$ cat src/rtl/rxp_pkg.sv
// Package: shared types for the serial receive path.
// Assumes: nothing beyond IEEE 1800-2017.
package rxp_pkg;

    // Frame sequencer states, in the order a frame walks through them.
    typedef enum logic [2:0] {
        ST_IDLE,
        ST_START,
        ST_DATA,
        ST_PAR,
        ST_STOP,
        ST_HOLD
    } rx_state_t;

endpackage

$ cat src/rtl/rx_sync.sv
// Module: rx_sync
// Brings the asynchronous serial line into the clock domain through a chain
// of flops. Assumes STAGES >= 2 and that the line idles high, so the chain
// resets to 1.
module rx_sync #(
    parameter int STAGES = 2
) (
    input  logic clk,
    input  logic rst_n,
    input  logic din,
    output logic dout
);

    logic [STAGES-1:0] chain_q;

    // Shift the raw line through the synchronizer chain.
    always_ff @(posedge clk) begin
        if (!rst_n) chain_q <= '1;
        else        chain_q <= {chain_q[STAGES-2:0], din};
    end

    assign dout = chain_q[STAGES-1];

endmodule

$ cat src/rtl/rx_frame_fsm.sv
// Module: rx_frame_fsm
// Times one frame from the oversampling tick. It confirms the start bit at
// mid-bit, shifts the data in LSB first and computes parity on the fly. It
// samples the first stop bit and, in two-stop mode, sits out the second one.
// It emits a one-cycle done pulse with the frame results.
// Assumes: the line is already synchronized and OVS is even and >= 4.
// Configuration is held stable during a frame.
module rx_frame_fsm
    import rxp_pkg::*;
#(
    parameter int OVS = 16,
    parameter int DW  = 8
) (
    input  logic          clk,
    input  logic          rst_n,
    input  logic          tick,
    input  logic          rxd,
    input  logic          block,
    input  logic          cfg_par_en,
    input  logic          cfg_par_odd,
    input  logic          cfg_two_stop,
    input  logic          cfg_seven,
    output logic          done,
    output logic [DW-1:0] frame_data,
    output logic          par_bad,
    output logic          stop_bad
);

    localparam int CW = $clog2(2 * OVS);
    localparam int BW = $clog2(DW + 1);
    localparam logic [CW-1:0] MID      = CW'(OVS / 2 - 1);
    localparam logic [CW-1:0] LAST     = CW'(OVS - 1);
    localparam logic [CW-1:0] HOLD_END = CW'(OVS + OVS / 2 - 1);

    rx_state_t     state;
    logic [CW-1:0] cnt;
    logic [BW-1:0] idx;
    logic [DW-1:0] sh_q;
    logic          pacc;
    logic          par_bad_q;
    logic          stop_bad_q;
    logic          done_q;
    logic [BW-1:0] last_idx;

    // Index of the final data bit for the selected character length.
    assign last_idx = cfg_seven ? BW'(DW - 2) : BW'(DW - 1);

    // Frame sequencer: bit timing, shifting, parity and stop sampling.
    always_ff @(posedge clk) begin
        if (!rst_n) begin
            state      <= ST_IDLE;
            cnt        <= '0;
            idx        <= '0;
            sh_q       <= '0;
            pacc       <= 1'b0;
            par_bad_q  <= 1'b0;
            stop_bad_q <= 1'b0;
            done_q     <= 1'b0;
        end else begin
            done_q <= 1'b0;
            case (state)
                ST_IDLE: begin
                    if (tick && !rxd && !block) begin
                        state <= ST_START;
                        cnt   <= '0;
                    end
                end
                ST_START: begin
                    if (tick) begin
                        if (cnt == MID) begin
                            cnt <= '0;
                            if (!rxd) begin
                                state     <= ST_DATA;
                                idx       <= '0;
                                pacc      <= 1'b0;
                                par_bad_q <= 1'b0;
                            end else begin
                                state <= ST_IDLE;
                            end
                        end else begin
                            cnt <= cnt + 1'b1;
                        end
                    end
                end
                ST_DATA: begin
                    if (tick) begin
                        if (cnt == LAST) begin
                            cnt  <= '0;
                            sh_q <= {rxd, sh_q[DW-1:1]};
                            pacc <= pacc ^ rxd;
                            if (idx == last_idx) state <= cfg_par_en ? ST_PAR : ST_STOP;
                            else                 idx   <= idx + 1'b1;
                        end else begin
                            cnt <= cnt + 1'b1;
                        end
                    end
                end
                ST_PAR: begin
                    if (tick) begin
                        if (cnt == LAST) begin
                            cnt       <= '0;
                            par_bad_q <= ((pacc ^ rxd) != cfg_par_odd);
                            state     <= ST_STOP;
                        end else begin
                            cnt <= cnt + 1'b1;
                        end
                    end
                end
                ST_STOP: begin
                    if (tick) begin
                        if (cnt == LAST) begin
                            cnt        <= '0;
                            stop_bad_q <= !rxd;
                            done_q     <= 1'b1;
                            state      <= cfg_two_stop ? ST_HOLD : ST_IDLE;
                        end else begin
                            cnt <= cnt + 1'b1;
                        end
                    end
                end
                ST_HOLD: begin
                    if (tick) begin
                        if (cnt == HOLD_END) begin
                            cnt   <= '0;
                            state <= ST_IDLE;
                        end else begin
                            cnt <= cnt + 1'b1;
                        end
                    end
                end
                default: state <= ST_IDLE;
            endcase
        end
    end

    // Align a short character to bit 0 and zero the unused top bit.
    assign frame_data = cfg_seven ? {1'b0, sh_q[DW-1:1]} : sh_q;
    assign par_bad    = par_bad_q;
    assign stop_bad   = stop_bad_q;
    assign done       = done_q;

    AST_GLITCH_DROPPED: assert property (@(posedge clk) disable iff (!rst_n)
        (state == ST_START && tick && cnt == MID && rxd) |=> (state == ST_IDLE));
    AST_HALT_ON_ERROR: assert property (@(posedge clk) disable iff (!rst_n)
        (state == ST_IDLE && block) |=> (state == ST_IDLE));
    AST_SECOND_STOP_SILENT: assert property (@(posedge clk) disable iff (!rst_n)
        (state == ST_HOLD) |=> !done_q);
    AST_DONE_ONE_CYCLE: assert property (@(posedge clk) disable iff (!rst_n)
        done_q |=> !done_q);

endmodule

$ cat src/rtl/rx_status.sv
// Module: rx_status
// Holds the received character and the full and error flags, and decides at
// each frame end whether to load, flag an overrun or flag a check failure.
// Drives both interrupt outputs.
// Assumes: done is a single-cycle pulse with stable frame results.
// When a set and a clear strobe meet in one cycle, the set wins.
module rx_status #(
    parameter int DW = 8
) (
    input  logic          clk,
    input  logic          rst_n,
    input  logic          done,
    input  logic [DW-1:0] frame_data,
    input  logic          par_bad,
    input  logic          stop_bad,
    input  logic          clr_full,
    input  logic          clr_ovr,
    input  logic          clr_frm,
    input  logic          clr_par,
    input  logic          irq_en,
    output logic [DW-1:0] hold_data,
    output logic          full,
    output logic          ovr,
    output logic          frm,
    output logic          par,
    output logic          irq_rx,
    output logic          irq_err,
    output logic          err_any
);

    logic [DW-1:0] hold_q;
    logic          full_q, ovr_q, frm_q, par_q;
    logic          accept, load, ovr_set, bad;

    assign err_any = ovr_q | frm_q | par_q;
    assign accept  = done & ~err_any;
    assign load    = accept & ~full_q;
    assign ovr_set = accept & full_q;
    assign bad     = par_bad | stop_bad;

    // Holding register: loaded on every non-overrun frame end.
    always_ff @(posedge clk) begin
        if (!rst_n)    hold_q <= '0;
        else if (load) hold_q <= frame_data;
    end

    // Receive-full flag: set by a clean load, cleared by the host read strobe.
    always_ff @(posedge clk) begin
        if (!rst_n)              full_q <= 1'b0;
        else if (load && !bad)   full_q <= 1'b1;
        else if (clr_full)       full_q <= 1'b0;
    end

    // Sticky error flags, each with its own clear strobe.
    always_ff @(posedge clk) begin
        if (!rst_n) begin
            ovr_q <= 1'b0;
            frm_q <= 1'b0;
            par_q <= 1'b0;
        end else begin
            if (ovr_set)              ovr_q <= 1'b1;
            else if (clr_ovr)         ovr_q <= 1'b0;
            if (load && stop_bad)     frm_q <= 1'b1;
            else if (clr_frm)         frm_q <= 1'b0;
            if (load && par_bad)      par_q <= 1'b1;
            else if (clr_par)         par_q <= 1'b0;
        end
    end

    assign hold_data = hold_q;
    assign full      = full_q;
    assign ovr       = ovr_q;
    assign frm       = frm_q;
    assign par       = par_q;
    assign irq_rx    = full_q & irq_en;
    assign irq_err   = err_any & irq_en;

    AST_OVERRUN_KEEPS_DATA: assert property (@(posedge clk) disable iff (!rst_n)
        ovr_set |=> $stable(hold_q));
    AST_FAULTY_FRAME_LOADS: assert property (@(posedge clk) disable iff (!rst_n)
        (load && bad) |=> (hold_q == $past(frame_data)));
    AST_FAULTY_NOT_FULL: assert property (@(posedge clk) disable iff (!rst_n)
        (load && bad) |=> !full_q);
    AST_OVR_STICKY: assert property (@(posedge clk) disable iff (!rst_n)
        (ovr_q && !clr_ovr) |=> ovr_q);
    AST_FRM_STICKY: assert property (@(posedge clk) disable iff (!rst_n)
        (frm_q && !clr_frm) |=> frm_q);
    AST_PAR_STICKY: assert property (@(posedge clk) disable iff (!rst_n)
        (par_q && !clr_par) |=> par_q);

endmodule

$ cat src/rtl/serial_rx_top.sv
// Module: serial_rx_top
// Asynchronous serial receive path: line synchronizer, frame sequencer and
// status/holding logic.
// Assumes: os_tick pulses OVS times per bit, configuration is changed only
// between frames, and the strobes are single-cycle pulses.
module serial_rx_top #(
    parameter int OVS         = 16,
    parameter int DW          = 8,
    parameter int SYNC_STAGES = 2
) (
    input  logic          clk,
    input  logic          rst_n,
    input  logic          os_tick,
    input  logic          rx_line,
    input  logic          par_en,
    input  logic          par_odd,
    input  logic          stop_two,
    input  logic          data_seven,
    input  logic          irq_en,
    input  logic          full_clr,
    input  logic          ovr_clr,
    input  logic          frm_clr,
    input  logic          par_clr,
    output logic [DW-1:0] rx_data,
    output logic          rx_full,
    output logic          ovr_err,
    output logic          frm_err,
    output logic          par_err,
    output logic          irq_rx,
    output logic          irq_err
);

    logic          line_s;
    logic          done;
    logic [DW-1:0] frame_data;
    logic          par_bad, stop_bad, err_any;

    rx_sync #(.STAGES(SYNC_STAGES)) u_sync (
        .clk   (clk),
        .rst_n (rst_n),
        .din   (rx_line),
        .dout  (line_s)
    );

    rx_frame_fsm #(.OVS(OVS), .DW(DW)) u_fsm (
        .clk          (clk),
        .rst_n        (rst_n),
        .tick         (os_tick),
        .rxd          (line_s),
        .block        (err_any),
        .cfg_par_en   (par_en),
        .cfg_par_odd  (par_odd),
        .cfg_two_stop (stop_two),
        .cfg_seven    (data_seven),
        .done         (done),
        .frame_data   (frame_data),
        .par_bad      (par_bad),
        .stop_bad     (stop_bad)
    );

    rx_status #(.DW(DW)) u_stat (
        .clk        (clk),
        .rst_n      (rst_n),
        .done       (done),
        .frame_data (frame_data),
        .par_bad    (par_bad),
        .stop_bad   (stop_bad),
        .clr_full   (full_clr),
        .clr_ovr    (ovr_clr),
        .clr_frm    (frm_clr),
        .clr_par    (par_clr),
        .irq_en     (irq_en),
        .hold_data  (rx_data),
        .full       (rx_full),
        .ovr        (ovr_err),
        .frm        (frm_err),
        .par        (par_err),
        .irq_rx     (irq_rx),
        .irq_err    (irq_err),
        .err_any    (err_any)
    );

    AST_SEVEN_TOP_ZERO: assert property (@(posedge clk) disable iff (!rst_n)
        ($rose(rx_full) && data_seven) |-> !rx_data[DW-1]);

endmodule

$ cat config.mk
export PLATFORM = sky130hd
export DESIGN_NAME = serial_rx_top
export DESIGN_NICKNAME = d
export VERILOG_FILES = /design/src/rtl/rxp_pkg.sv /design/src/rtl/rx_sync.sv /design/src/rtl/rx_frame_fsm.sv /design/src/rtl/rx_status.sv /design/src/rtl/serial_rx_top.sv
export SDC_FILE = /design/constraint.sdc
export NUM_CORES = 1
export LEC_CHECK = 0
export BUFFER_PORTS_ARGS = -buffer_cell sky130_fd_sc_hd__buf_2
export CORE_MARGIN = 2
export CORE_UTILIZATION = 35
export DETAILED_ROUTE_END_ITERATION = 8
export PLACE_DENSITY = 0.52
export SLEW_MARGIN = 20
export SYNTH_ARGS = -nofsm -noshare
export SYNTH_HDL_FRONTEND = slang
export SYNTH_HIERARCHICAL = 1
export SYNTH_SLANG_ARGS = --single-unit
$ cat constraint.sdc
create_clock -name clk -period 2.3 [get_ports clk]
set_input_delay 0 -clock clk [delete_from_list [all_inputs] [get_ports clk]]
set_output_delay 0 -clock clk [all_outputs]
set_load 0.02 [all_outputs]
Word-level counts from Yosys, hierarchy flattened
Index checks and enable logic that the tools add are counted.
{ "word_totals": {"out_inout_bits": 14, "reg_bits": 38, "word_cells": 128} }
{ "op_classes": {"n_reduce_logical": 25, "bitwise": 11, "eq_ne": 25, "muxes": 51, "add_sub_neg": 2} }
{ "ops": {"columns": ["op", "count"], "rows": [
  ["3-bit 2-to-1 mux", 14],
  ["5-bit 2-to-1 mux", 7],
  ["4-bit 2-to-1 mux", 6],
  ["5-bit one-hot mux with 4 select lines", 1],
  ["3-bit one-hot mux with 6 select lines", 1],
  ["1-bit 2-to-1 mux", 17],
  ["2-bit by 1-bit inequality test with 1-bit output (second input constant)", 8],
  ["2-bit inequality test (second input constant)", 7],
  ["12-bit AND reduction", 1],
  ["6-bit AND reduction", 2],
  ["2-bit nonzero test", 6],
  ["3-bit AND reduction", 3],
  ["8-bit 2-to-1 mux", 1],
  ["4-bit one-hot mux with 2 select lines", 1],
  ["7-bit AND reduction", 1],
  ["3-bit by 2-bit == test with 1-bit output (second input constant)", 2],
  ["3-bit == test (second input constant)", 2],
  ["5-bit by 1-bit adder with 5-bit output (second input constant)", 1],
  ["1-bit AND", 5],
  ["5-bit by 3-bit == test with 1-bit output (second input constant)", 1],
  ["5-bit by 4-bit == test with 1-bit output (second input constant)", 1],
  ["5-bit == test (second input constant)", 1],
  ["1-bit logical AND", 5],
  ["5-bit AND reduction", 1],
  ["other kinds (13)", 19]
]} }

Depth between registers and ports, before layout
{ "logic_depth": {"depth_word": 7, "mapped_depth": 10} }

Modules after synthesis
The synthesis kept the hierarchy.
{ "modules_own_cells": {"columns": ["module", "area_per_inst_um2", "instances", "cells_each", "seq_area_each_um2"], "rows": [
  ["rx_frame_fsm", 1463.9, 1, 181, 480.5],
  ["rx_status", 518.0, 1, 55, 240.2],
  ["rx_sync", 52.6, 1, 4, 40.0]
]} }

Least setup slack after synthesis
No wires, ideal clock.
{ "synth_path": {"kind": "register -> register", "from": "register u_fsm.cnt[0]", "to": "register u_fsm.state[0]", "n_path_buf": 1, "t_required_ps": 2228, "arrival_time_ps": 2035, "path_stages_with_launch": 11, "synth_period_minus_slack_ps": 2107, "setup_ps": 72, "path_slack_ps": 193, "cell_sequence": "dfxtp_1 -> ha_1 -> nand3_1 -> inv_1 -> ha_1 -> clkbuf_1 -> nand2_1 -> o311ai_1 -> o221ai_1 -> a2111oi_2 -> mux2i_1"} }
{ "synth_between": {"elab_chain_cells": 3} }
{ "synth_rtl": {"columns": ["element", "line_no", "rtl"], "rows": [
  ["from (decl)", "rx_frame_fsm.sv:36", "logic [CW-1:0] cnt;"],
  ["from (signal assigned)", "rx_frame_fsm.sv:81", "cnt <= cnt + 1'b1;"],
  ["from (signal assigned)", "rx_frame_fsm.sv:94", "cnt <= cnt + 1'b1;"],
  ["from (signal assigned)", "rx_frame_fsm.sv:105", "cnt <= cnt + 1'b1;"],
  ["5-bit == test (tied with other cells)", "rx_frame_fsm.sv:123", "if (cnt == HOLD_END) begin"],
  ["2-bit by 1-bit inequality test with 1-bit output (no source line)", null, null],
  ["12-bit AND reduction (no source line) (*)", null, null],
  ["to (signal assigned)", "rx_frame_fsm.sv:91", "if (idx == last_idx) state <= cfg_par_en ? ST_PAR : ST_STOP;"],
  ["to (signal assigned)", "rx_frame_fsm.sv:115", "state <= cfg_two_stop ? ST_HOLD : ST_IDLE;"],
  ["to (decl)", "rx_frame_fsm.sv:35", "rx_state_t state;"]
]} }
Every way passes the cells marked *; elsewhere a longest branch is shown, timed or not.
A chain may end at the register's enable or synchronous reset.

Worst setup path in the final report
Ends and elaborated chain as after synthesis.

==> results.toml <==
[run_status]
status = "completed"

[timing]
maxSlewViolCount = 0
clock.fmax_mhz = 493
worst_pin_slew_ps = 570
rsz0062_at_grt = "no"
finClkSkew_ps = 2.67
finalCritPeriodShare = 0.882
setup-violations-final = 0
tns_ps = 0
period_minus_slack_ps = 2030
hold_viol_final = 0
max-slew-margin-rel = 0.618

[yosys]
synth_top_area_frac = 0.374
ys_warn_count = 6
syn_inst = 240
synth_area_sq_um = 2030
synthMuxAreaShare = 0.103
synth_fa_ha_area_frac = 0.0246
async_flop_share = 0
ys_types = 57
synth_seq_cells = 38
synthTopCellsByArea = "dfxtp_1 37%, nand2_1 9.0%, mux2i_1 6.4%"
synth_xor_area_frac = 0.0129
yosysMostFrequentCell = "nand2_1"
synth_top_area_cell = "dfxtp_1"
synth-edff-count = 0
avgSynthCellArea_sq_um = 8.48
synth-main-ff-cell = "dfxtp_1"
synth-simple-area-share = 0.262
synth_fp_nets = 257
synth_top_family_by_area = "simple AND/OR/NAND/NOR gates"
synth-seq-area-share = 0.374
synth-compound-area-share = 0.164
ys_top_cells_by_count = "49 x nand2_1, 38 x dfxtp_1, 14 x a21oi_1"

[worst_setup_path]
critical_path_class = "flip-flop to flip-flop"
crit_path_end_kind = "flip-flop"
startpoint_type = "flip-flop"
cp.required_ps = 2510
critPathMaxFanout = 4
arrival_ps = 2240

[placement]
dp.final_hpwl_um = 3230
routabilityCongestion = 0.824
dpl_cell_area_sq_um = 2240
io_buffers = 26

[die]
die_y_um = 80.2
core_area_sq_um = 5570
dieArea_sq_um = 6440
io_pins = 27
row_count = 27
start_util = 0.365
die_w_um = 80.2

[job]
max_cap_viol_count = 0

[clocking]
post_cts_buffers = 0
clock_latency_ps = 290
cts.clk_slew.worst_paths_ps = 70
clock_sinks = 38
cts_buffers = 5
cts_tree = "yes"
cts_buffer_depth = 2
cts-root-buf = "clkbuf_8"
htreeDepth = 2

[final_layout]
fin_area_sq_um = 2370
areaGrowthSynthToFinish_pct = 16.4
n_antenna_cell = 0
drive_above_1_share = 0.235
nNetsFinal = 288

[min_path]
min_path_type = "primary input to flip-flop"

[grt]
overflow = 0
grt_pass1_wl_um = 7750
antenna_found_initial = 0
grt_pass1_vias = 1632
grt_max_degree = 35
grt_util_all_layers = 0.154

[routing]
antenna_left = 0
viasPerCell = 5.07
wl_per_cell_um = 13.2
routed_wl_um = 4560
drt_iter0_drc = 68
vias = 1745
firstDrtPassIters = 4
drcViolationCount = 0

[power]
leakagePower_nw = 0.897
irDropWorstVdd_mv = 0.311
p_per_area_nw_per_um2 = 515
-- cell type report --
type                            count  area (sq um)
Clock inverter                      2          12.5
Inverter                           11          41.3
Multi-Input combinational cell    177          1150
Tap cell                           72          90.1
Sequential cell                    38           761
Fill cell                         582          3210
Timing Repair Buffer               38           228
Clock buffer                        6          82.6
-- report_power, final --
| part | switching (W) | internal (W) | total [W] |
|---|---|---|---|
| Sequential | 0.00000678 | 0.000660 | 0.000667 |
| Combinational | 0.0000408 | 0.0000296 | 0.0000704 |
| Clock | 0.000241 | 0.000241 | 0.000482 |
| Total | 0.000288 | 0.000931 | 0.00122 |
-- per-layer routing --
metal / up-vias / wire length, um / global-route usage
li1: 910 / - / -
met3: 2 / 127 / 0.0337
met1: 810 / 2270 / 0.210
met5: - / 0 / 0
met4: 0 / 23 / 0.0458
met2: 23 / 2130 / 0.243
-- final timing paths --
check	start	endpoint	slack, ps	cells after the start
hold / removal	par_en	u_fsm/state[0]	100	3
setup reg to reg	u_fsm/cnt[0]	u_fsm/state[0]	270	9
hold reg to reg	u_sync/chain_q[0]	u_sync/chain_q[1]	410	1
setup / recovery	u_fsm/cnt[0]	u_fsm/state[0]	270	9
-- critical path: stages (launching register included) --
cell and delay, ps:
dfxtp_1 380, ha_1 220, nand3_1 120, inv_1 80
ha_1 180, nand2_1 60, o311ai_1 90, o221ai_1 240
a2111oi_2 350, mux2i_1 230
-- repair_timing --
item	in CTS	in global routing
endpoints found under the hold margin	3	0
resized for setup	0	0
setup endpoints to repair	0	0
hold buffers	3	0
-- stage by stage --
step / hold WS, ps / std cells / total power [W] / utilization / setup WS [ps]
detailed placement: 186 / 333 / 0.000749 / 0.402 / 292
CTS: 95.5 / 344 / 0.00125 / 0.425 / 274
floorplan: 73.0 / 240 / 0.000726 / - / 193
global route: 120 / 344 / 0.00127 / 0.425 / 57.7
global placement: 185 / 333 / 0.000749 / 0.402 / 374
finish: 96.2 / 344 / 0.00122 / 0.425 / 271
-- registers in the layout, indices dropped and copies added, names as in the netlist --
| register | cells |
|---|---|
| u_fsm/stop_bad | 1 |
| u_fsm/par_bad | 1 |
| u_stat/ovr | 1 |
| u_stat/par | 1 |
| u_stat/hold_data | 8 |
| u_stat/frm | 1 |
| u_stat/full | 1 |
| u_fsm/done | 1 |
| u_fsm/idx | 4 |
| u_fsm/sh_q | 8 |
| u_sync/chain_q | 2 |
| u_fsm/state | 3 |
| u_fsm/cnt | 5 |
| u_fsm/pacc | 1 |
-- layout by cell type (no fill, tap or decap), drive strengths merged, types with 2 or more instances in the layout --
cell,synthesis,final
nand2,50,50
dfxtp,38,38
buf,9,35
a21oi,14,14
mux2i,13,13
nor2,11,11
nand3,10,10
inv,10,10
nor3,9,9
mux2,7,7
clkbuf,5,6
nand2b,5,5
o21ai,5,5
nor2b,4,4
ha,4,4
dlygate4sd3,0,3
a311oi,3,3
and2,3,3
nor3b,3,3
nand3b,2,2
xnor2,2,2
nand4,2,2
a31oi,2,2
a21boi,2,2
a211oi,2,2
o22ai,2,2
a31o,2,2
clkinv,1,2
o41ai,2,2
and3b,2,2
-- cells by family after synthesis --
kind of cell,Yosys count
AOI/OAI and AO/OA,46
DFF,38
buffers and inverters,25
xor gates and xnor gates,3
muxes,20
and+or+nand+nor,104
adders and majority gates,4
No activity file was read; power rests on OpenSTA's default activity.
